--- src/rtl/fce_pkg.sv ---
// Shared types for the FIFO chaining token controller.
// Assumes: mode straps are stable for at least one clock while reset is low.
package fce_pkg;
    typedef enum logic {
        MODE_ALONE = 1'b0,
        MODE_CHAIN = 1'b1
    } chain_mode_e;

    localparam int TOKEN_KINDS = 2;
    localparam int TOK_WR      = 0;
    localparam int TOK_RD      = 1;

    // Standalone only when the chaining input is tied low and head strap high.
    function automatic chain_mode_e decode_mode(input logic chain_in_n,
                                                input logic head_strap_n);
        return (!chain_in_n && head_strap_n) ? MODE_ALONE : MODE_CHAIN;
    endfunction
endpackage

--- src/rtl/fce_mode_latch.sv ---
// Captures the operating mode from the strap pins while reset is held.
// Assumes: synchronous active-low reset; straps valid during reset.
module fce_mode_latch
    import fce_pkg::*;
(
    input  logic        clk,
    input  logic        rst_n,
    input  logic        chain_in_n,
    input  logic        head_strap_n,
    output chain_mode_e mode_now,
    output chain_mode_e mode_q
);
    // Live decode of the straps, used for reset values elsewhere.
    always_comb mode_now = decode_mode(chain_in_n, head_strap_n);

    // Track straps during reset, freeze afterwards.
    always_ff @(posedge clk) begin
        if (!rst_n) mode_q <= mode_now;
    end

    p_mode_hold_r1: assert property (@(posedge clk) disable iff (!rst_n)
        $past(rst_n) |-> $stable(mode_q));
endmodule

--- src/rtl/fce_pulse_track.sv ---
// Counts received chaining pulses and turns them into alternating
// write / read grants. Assumes each pulse is one clock cycle long.
module fce_pulse_track
    import fce_pkg::*;
(
    input  logic                   clk,
    input  logic                   rst_n,
    input  chain_mode_e            mode_q,
    input  logic                   chain_in_n,
    output logic [TOKEN_KINDS-1:0] grant
);
    logic next_is_rd;
    logic pulse_seen;

    // A low cycle on the input in chained mode is one received pulse.
    always_comb pulse_seen = (mode_q == MODE_CHAIN) && !chain_in_n;

    // Grant steering by parity of received pulses.
    always_comb begin
        grant         = '0;
        grant[TOK_WR] = pulse_seen && !next_is_rd;
        grant[TOK_RD] = pulse_seen &&  next_is_rd;
    end

    // Parity toggles on every received pulse, write first after reset.
    always_ff @(posedge clk) begin
        if (!rst_n)          next_is_rd <= 1'b0;
        else if (pulse_seen) next_is_rd <= !next_is_rd;
    end

    p_grant_onehot_r7: assert property (@(posedge clk) disable iff (!rst_n)
        $onehot0(grant));
endmodule

--- src/rtl/fce_token_cell.sv ---
// Holds one token (write or read). Reset value depends on mode and head
// strap; in chained mode a grant sets it and a completed last-location
// access clears it. Assumes grant and release never coincide in use.
module fce_token_cell
    import fce_pkg::*;
(
    input  logic        clk,
    input  logic        rst_n,
    input  chain_mode_e mode_now,
    input  chain_mode_e mode_q,
    input  logic        head_strap_n,
    input  logic        grant,
    input  logic        release_tok,
    output logic        own
);
    // Token register with mode-dependent reset value.
    always_ff @(posedge clk) begin
        if (!rst_n)                 own <= (mode_now == MODE_ALONE) || !head_strap_n;
        else if (mode_q == MODE_CHAIN) begin
            if (grant)              own <= 1'b1;
            else if (release_tok)   own <= 1'b0;
        end
    end

    // R4 for the write copy, R5 for the read copy.
    p_token_release_r4: assert property (@(posedge clk) disable iff (!rst_n)
        (mode_q == MODE_CHAIN && release_tok && !grant) |=> !own);
    p_alone_owns_r2: assert property (@(posedge clk) disable iff (!rst_n)
        (mode_q == MODE_ALONE) |-> own);
endmodule

--- src/rtl/fce_xout_gen.sv ---
// Produces the active-low chaining output pulses. A same-cycle write and
// read handoff is split: write pulse first, read pulse GAP_CYCLES later.
module fce_xout_gen #(
    parameter int GAP_CYCLES = 1
) (
    input  logic clk,
    input  logic rst_n,
    input  logic wr_hand,
    input  logic rd_hand,
    output logic chain_out_n
);
    localparam int PW = GAP_CYCLES + 1;
    localparam logic [PW-1:0] PEND_LOAD = PW'(1) << (PW - 1);

    logic [PW-1:0] pend_q;
    logic          fire;

    // Any handoff now, or a deferred read pulse reaching the end of the queue.
    always_comb fire = wr_hand || rd_hand || pend_q[0];

    // Output register and deferred-pulse shifter.
    always_ff @(posedge clk) begin
        if (!rst_n) begin
            chain_out_n <= 1'b1;
            pend_q      <= '0;
        end else begin
            chain_out_n <= !fire;
            pend_q      <= (wr_hand && rd_hand) ? PEND_LOAD : (pend_q >> 1);
        end
    end

    p_pulse_single_r4: assert property (@(posedge clk) disable iff (!rst_n)
        !chain_out_n |=> chain_out_n);
endmodule

--- src/rtl/fifo_chain_ctrl.sv ---
// Top of the FIFO chaining token controller. Gates local storage access by
// token ownership, passes tokens around a ring on an active-low pulse line,
// and muxes the half-full pin and retransmit by mode.
// Assumes: strobes are one cycle per access; storage reports flags and
// last-location status combinationally for the current pointers.
module fifo_chain_ctrl
    import fce_pkg::*;
#(
    parameter int GAP_CYCLES = 1
) (
    input  logic clk,
    input  logic rst_n,
    input  logic head_strap_n,
    input  logic chain_in_n,
    output logic chain_out_n,
    input  logic wr_req,
    input  logic rd_req,
    input  logic loc_full,
    input  logic loc_empty,
    input  logic wr_at_last,
    input  logic rd_at_last,
    input  logic half_full_n,
    input  logic rt_req,
    output logic wr_en,
    output logic rd_en,
    output logic q_oe,
    output logic wr_own,
    output logic rd_own,
    output logic mode_chain,
    output logic hf_pin_n,
    output logic rt_en
);
    chain_mode_e            mode_now, mode_q;
    logic [TOKEN_KINDS-1:0] grant;
    logic [TOKEN_KINDS-1:0] release_tok;
    logic [TOKEN_KINDS-1:0] own;
    logic                   wr_hand, rd_hand;

    fce_mode_latch u_mode (
        .clk(clk), .rst_n(rst_n), .chain_in_n(chain_in_n),
        .head_strap_n(head_strap_n), .mode_now(mode_now), .mode_q(mode_q)
    );

    fce_pulse_track u_track (
        .clk(clk), .rst_n(rst_n), .mode_q(mode_q),
        .chain_in_n(chain_in_n), .grant(grant)
    );

    // Access gating by token and local flag.
    always_comb begin
        wr_en = wr_req && own[TOK_WR] && !loc_full;
        rd_en = rd_req && own[TOK_RD] && !loc_empty;
        q_oe  = rd_en;
    end

    // Handoff events only in chained mode and only on completed accesses.
    always_comb begin
        wr_hand = (mode_q == MODE_CHAIN) && wr_en && wr_at_last;
        rd_hand = (mode_q == MODE_CHAIN) && rd_en && rd_at_last;
        release_tok         = '0;
        release_tok[TOK_WR] = wr_hand;
        release_tok[TOK_RD] = rd_hand;
    end

    for (genvar k = 0; k < TOKEN_KINDS; k++) begin : g_tok
        fce_token_cell u_cell (
            .clk(clk), .rst_n(rst_n), .mode_now(mode_now), .mode_q(mode_q),
            .head_strap_n(head_strap_n), .grant(grant[k]),
            .release_tok(release_tok[k]), .own(own[k])
        );
    end

    fce_xout_gen #(.GAP_CYCLES(GAP_CYCLES)) u_xout (
        .clk(clk), .rst_n(rst_n), .wr_hand(wr_hand), .rd_hand(rd_hand),
        .chain_out_n(chain_out_n)
    );

    // Mode-dependent pin reuse and status outputs.
    always_comb begin
        wr_own     = own[TOK_WR];
        rd_own     = own[TOK_RD];
        mode_chain = (mode_q == MODE_CHAIN);
        hf_pin_n   = mode_chain ? chain_out_n : half_full_n;
        rt_en      = !mode_chain && rt_req;
    end

    p_alone_quiet_r10: assert property (@(posedge clk) disable iff (!rst_n)
        !mode_chain |-> chain_out_n);
    p_grant_wr_r7: assert property (@(posedge clk) disable iff (!rst_n)
        grant[TOK_WR] |=> wr_own);
    p_idle_no_write_r3: assert property (@(posedge clk) disable iff (!rst_n)
        !wr_own |-> !wr_en);
    p_idle_no_read_r3: assert property (@(posedge clk) disable iff (!rst_n)
        !rd_own |-> !q_oe);
endmodule

--- config.mk ---
export PLATFORM = sky130hd
export DESIGN_NAME = fifo_chain_ctrl
export DESIGN_NICKNAME = d
export VERILOG_FILES = /design/src/rtl/fce_pkg.sv /design/src/rtl/fce_mode_latch.sv /design/src/rtl/fce_pulse_track.sv /design/src/rtl/fce_token_cell.sv /design/src/rtl/fce_xout_gen.sv /design/src/rtl/fifo_chain_ctrl.sv
export SDC_FILE = /design/constraint.sdc
export NUM_CORES = 1
export LEC_CHECK = 0
export BUFFER_PORTS_ARGS = -buffer_cell sky130_fd_sc_hd__buf_2
export CAP_MARGIN = 15
export CORE_AREA = 2 2 39 41
export CTS_BUF_LIST = sky130_fd_sc_hd__clkbuf_16
export CTS_CLUSTER_DIAMETER = 30
export CTS_CLUSTER_SIZE = 10
export DETAILED_ROUTE_END_ITERATION = 7
export DIE_AREA = 0 0 41 43
export SYNTH_ARGS = -nofsm -noshare
export SYNTH_HDL_FRONTEND = slang
export SYNTH_SLANG_ARGS = --single-unit
--- constraint.sdc ---
create_clock -name clk -period 1.8 [get_ports clk]
set_input_delay 0.36 -clock clk [delete_from_list [all_inputs] [get_ports clk]]
set_output_delay 0.36 -clock clk [all_outputs]
set_load 0.005 [all_outputs]
# After elaboration in Yosys (flattened, before gate mapping)
# Index checks and enable logic that the tools add are counted.
# word_totals
regBits	7
out_inout_bits	9
word_cells	49
# classes
n_eq_ne	3
muxes	11
bitwise_logic	1
reduce_logical	27
# op_table
operator	count
$logic_and 1x1->1	14
$mux 1	10
$logic_not 1->1	7
$ne 3x1->1 const B	2
$reduce_and 2->1	2
$logic_or 1x1->1	3
$mux 2	1
$ne 2x1->1 const B	1
$reduce_or 2->1	1
$not 1->1	1

# Depth between registers and ports, before layout
# logic_depth
word_depth	8
mapped_depth	3
ltp_nobuf	3

# Modules after synthesis
# Synthesis repeated with hierarchy kept, for this count alone.
# unflattened
cells_unflattened	34
hier_area_um2	366.6
# by_module_without_submodules
mod	n_inst	cells_each	area_per_inst_um2	seq_area_each_um2
fce_token_cell	2	5	57.6	30.0
fce_xout_gen	1	7	88.8	60.1
fce_pulse_track	1	7	67.6	20.0
fifo_chain_ctrl	1	7	55.1	0.0
fce_mode_latch	1	3	40.0	30.0

# Least setup slack after synthesis
# Ideal clock, no wire load.
# synth_path
kind	register -> register
from	register g_tok[1].u_cell.own
to	register g_tok[1].u_cell.own (enable)
arrival_ps	979
required_ps	1549
path_slack_ps	571
stages_incl_launch_ff	4
n_path_buf	0
synth_period_minus_slack_ps	1229
path_cell_list	edfxtp_1 and3b_1 and3_2 nand3b_1
# synth_via
elab_chain_cells	6
# synth_rtl
element	line	rtl
from (decl)	fce_token_cell.sv:14	output logic own
from (signal assigned)	fce_token_cell.sv:18	if (!rst_n) own <= (mode_now == MODE_ALONE) || !head_strap_n;
$logic_and 1x1->1 (2 in a row)	fifo_chain_ctrl.sv:52	rd_en = rd_req && own[TOK_RD] && !loc_empty;
via q_oe	fifo_chain_ctrl.sv:26	output logic q_oe,
$logic_and 1x1->1 (2 in a row)	fifo_chain_ctrl.sv:59	rd_hand = (mode_q == MODE_CHAIN) && rd_en && rd_at_last;
$ne 3x1->1 (no line)	n/a	
$reduce_and 2->1 (no line)	n/a	
# The timed path passes the listed nets, and every way through them passes these cells.
# A chain may end at the register's enable or synchronous reset.

# Final worst setup path
# layout_path
from	register u_mode.mode_q
to	output hf_pin_n
# layout_via
elab_chain_cells	1
# layout_rtl
element	line	rtl
from (decl)	fce_mode_latch.sv:11	output chain_mode_e mode_q
from (signal assigned)	fce_mode_latch.sv:18	if (!rst_n) mode_q <= mode_now;
$mux 1	fifo_chain_ctrl.sv:83	hf_pin_n = mode_chain ? chain_out_n : half_full_n;
to (decl)	fifo_chain_ctrl.sv:30	output logic hf_pin_n,
# Every way passes these cells.

==> key figures <==
Status
  • Outcome: complete, no violations

Clock network
  • Worst-path clk slew: 0.04 ns
  • Clk buf depth: 2
  • Clock root cell: clkbuf_16
  • Post-CTS sizing: 0
  • Clk sink count: 7
  • Cts hold-fix bufs: 0
  • Worst skew pair latency: 0.23 ns
  • CTS tree: built
  • Setup repair bufs after CTS: 0
  • H-tree depth: 1
  • TritonCTS Buffers: 3

Timing
  • Slew @ Worst Pin: 0.2089 ns
  • Slew margin rel.: 86.07%
  • Hold Vio Cnt, Final: 0
  • Min Tclk post-route: 1.509 ns
  • Setup TNS: 0 ns
  • WHS: 0.3698 ns
  • Slew Viols, Final: 0
  • Final Skew: 0.001239 ns
  • Finish-stage setup viols: 0
  • Final Cycle Share: 83.83%
  • Fmax: 662.7 MHz
  • RSZ-0062 raised after global routing: false

Global routing
  • Vias in the first global route: 247
  • Largest net degree at the start of global routing: 9
  • Initial antenna violation count: 0
  • First-pass GRT wire length: 945 µm
  • Grt ovf: 0
  • GRT Total Usage: 9.173%

Place
  • Gpl congestion: 0.6392
  • Dpl cell area: 444.2 µm²
  • Hpwl dp: 516.4 µm
  • PortBufs: 20

Floorplan
  • Die height: 43 µm
  • Chip width: 41 µm
  • Rows: 14
  • I/O pin total: 21
  • Die Area: 1763 µm²
  • Initial Utilization: 23.96%
  • Core area: 1384 µm²

Logic synthesis
  • Top cell type's share of synthesized area: 27.17%
  • Avg Inst Size Synth: 11.05 µm²
  • Synth cell count leaders: dfxtp_1 (4), edfxtp_1 (3), nand3b_1 (3), o21ai_0 (3)
  • Synth area leader: edfxtp_1
  • Primary FF master, synth: dfxtp_1
  • Synth Instances: 30
  • Post-synth ARST share: 0%
  • Top-count cell post-synth: dfxtp_1
  • Mapped cell area: 331.6 µm²
  • Post-synth net total: 42
  • Flops & latches, synth: 7
  • Ys Warns: 0
  • Post-synth cell types: 18
  • EDFF count, synth: 3
  • Ranking of synthesized cells by area: edfxtp_1 (27%), dfxtp_1 (24%), nand3b_1 (6.8%), and3b_1 (5.3%), o21ai_0 (4.5%)
  • Sequential-to-total area share from yosys stat: 51.32%

Drt
  • Vias: 317
  • Vias per cell: 4.594
  • Max layer used: met4
  • Total iterations of the first detailed-routing run: 4
  • Total Wirelength: 696 µm
  • ANT nets after route: 0
  • WL met3: 99 µm
  • WL met1: 270 µm
  • Iter 0 DRT Violations: 4
  • Routed length per instance: 10.09 µm
  • Met2 WL: 291 µm
  • Residual DRC: 0

Power
  • Worst vdd ir: 0.4010 mV
  • Internal Power: 0.0004946 W
  • Switching share of power: 18.43%
  • Clock network power share: 61.7%
  • Cell Pwr Density: 1159 nW/µm²
  • P_sw: 0.0001117 W
  • Sequential power share: 30.1%
  • Gate power share: 8.2%
  • Lkg Pwr: 0.2585 nW
  • Total power: 0.0006063 W

Worst setup path
  • Required @ worst endpoint: 1.44 ns
  • CP cell instances: mux2_2 -> buf_2
  • CP arrival: 1.15 ns
  • CP Max Fanout: 7
  • Startpoint types: flip-flop
  • WS Path Type: flip-flop to output pin
  • Worst Path Buf+Inv: 1
  • CP endpoint kind: output pin
  • Slowest stage delay, CP: 0.44 ns
  • Critical path's slowest cell: edfxtp_1
  • Largest delay share family, worst path: flip-flops

Min path
  • Hold Crit Class: input port to flip-flop

Run
  • Max-Cap Viols: 0

Final layout
  • P&R area growth vs syn: 57.74%
  • ANT cells: 0
  • Fin nets: 66
  • Post-route cell area: 523.0 µm²
  • Ratio of cells with drive above 1 in the final layout: 56.60%
[layout by cell type (no fill, tap or decap)]
cell type / synthesis / final
a21oi_1: 2 / 2
and2_1: 1 / 1
and2b_2: 1 / 1
and3_1: 1 / 1
and3_2: 2 / 2
and3b_1: 2 / 2
buf_2: 0 / 20
clkbuf_16: 0 / 3
dfxtp_1: 4 / 4
edfxtp_1: 3 / 3
inv_1: 1 / 2
inv_2: 1 / 1
mux2_2: 1 / 1
nand2_1: 1 / 1
nand2b_1: 1 / 1
nand3b_1: 3 / 3
o21ai_0: 3 / 3
o31ai_2: 1 / 1
or3_4: 1 / 1
[flip-flops by register name, summed over array words and instances, names as in the netlist]
name,count
u_track.next_is_rd,1
u_xout.pend_q,2
u_xout.chain_out_n,1
g_tok.u_cell.own,2
u_mode.mode_q,1
[worst register-to-register path, cell delays in order, from the launching register on]
cell	delay (ns)
edfxtp_1	0.44
inv_2	0.05
or3_4	0.37
nand3b_1	0.10
[power by group through the flow]
stage                     combinational (W)  sequential, W  clock (W)
after CTS                         0.0000501       0.000183   0.000378
final                             0.0000497       0.000182   0.000374
after global routing              0.0000575       0.000184   0.000388
after global placement            0.0000494       0.000184          0
after detailed placement          0.0000496       0.000185          0
after floorplan                   0.0000226       0.000185          0
[path summary, 6_finish.rpt]
kind | endpoint | slack (ns) | start | depth (start not counted)
worst min-delay path | u_xout.chain_out_n | 0.37 | rst_n | 2
worst max-delay path | hf_pin_n | 0.29 | u_mode.mode_q | 2
worst max register to register | g_tok[0].u_cell.own | 0.55 | u_mode.mode_q | 3
worst min register to register | u_xout.pend_q[0] | 0.42 | u_xout.pend_q[1] | 2
[metal layers]
metal  global-route usage (%)  vias up
met3                    4.712        5
met4                    12.00        0
met5                        0        -
met2                    13.44       21
li1                         -      154
met1                    6.840      137
[final cells by class]
type                       count  area (µm²)
sequential                     7       170.2
inverter                       2       7.507
fill                         142       860.8
clock inverter                 1       3.754
tap                           16       20.02
clock buffer                   3       75.07
timing repair buffer          20       100.1
multi-input combinational     20       146.4
[per-stage QoR]
stage | setup slack [ns] | utilization (%) | instances
global route | 0.2532 | 37.79 | 69
detailed placement | 0.4781 | 32.10 | 65
finish | 0.2910 | 37.79 | 69
floorplan | 0.5706 | - | 30
global placement | 0.4874 | 32.10 | 65
CTS | 0.2744 | 37.79 | 69
[kinds of logic (layout without fill, tap and decap cells)]
| logic type | after synthesis | after routing | synth area share (%) |
|---|---|---|---|
| AND/OR/NAND/NOR | 13 | 13 | 29.44 |
| buffers and inverters | 3 | 26 | 4.527 |
| multiplexers | 1 | 1 | 3.396 |
| AO/OA/AOI/OAI | 6 | 6 | 11.32 |
| flip-flops | 7 | 7 | 51.32 |
Power figures use the tool's default switching activity.
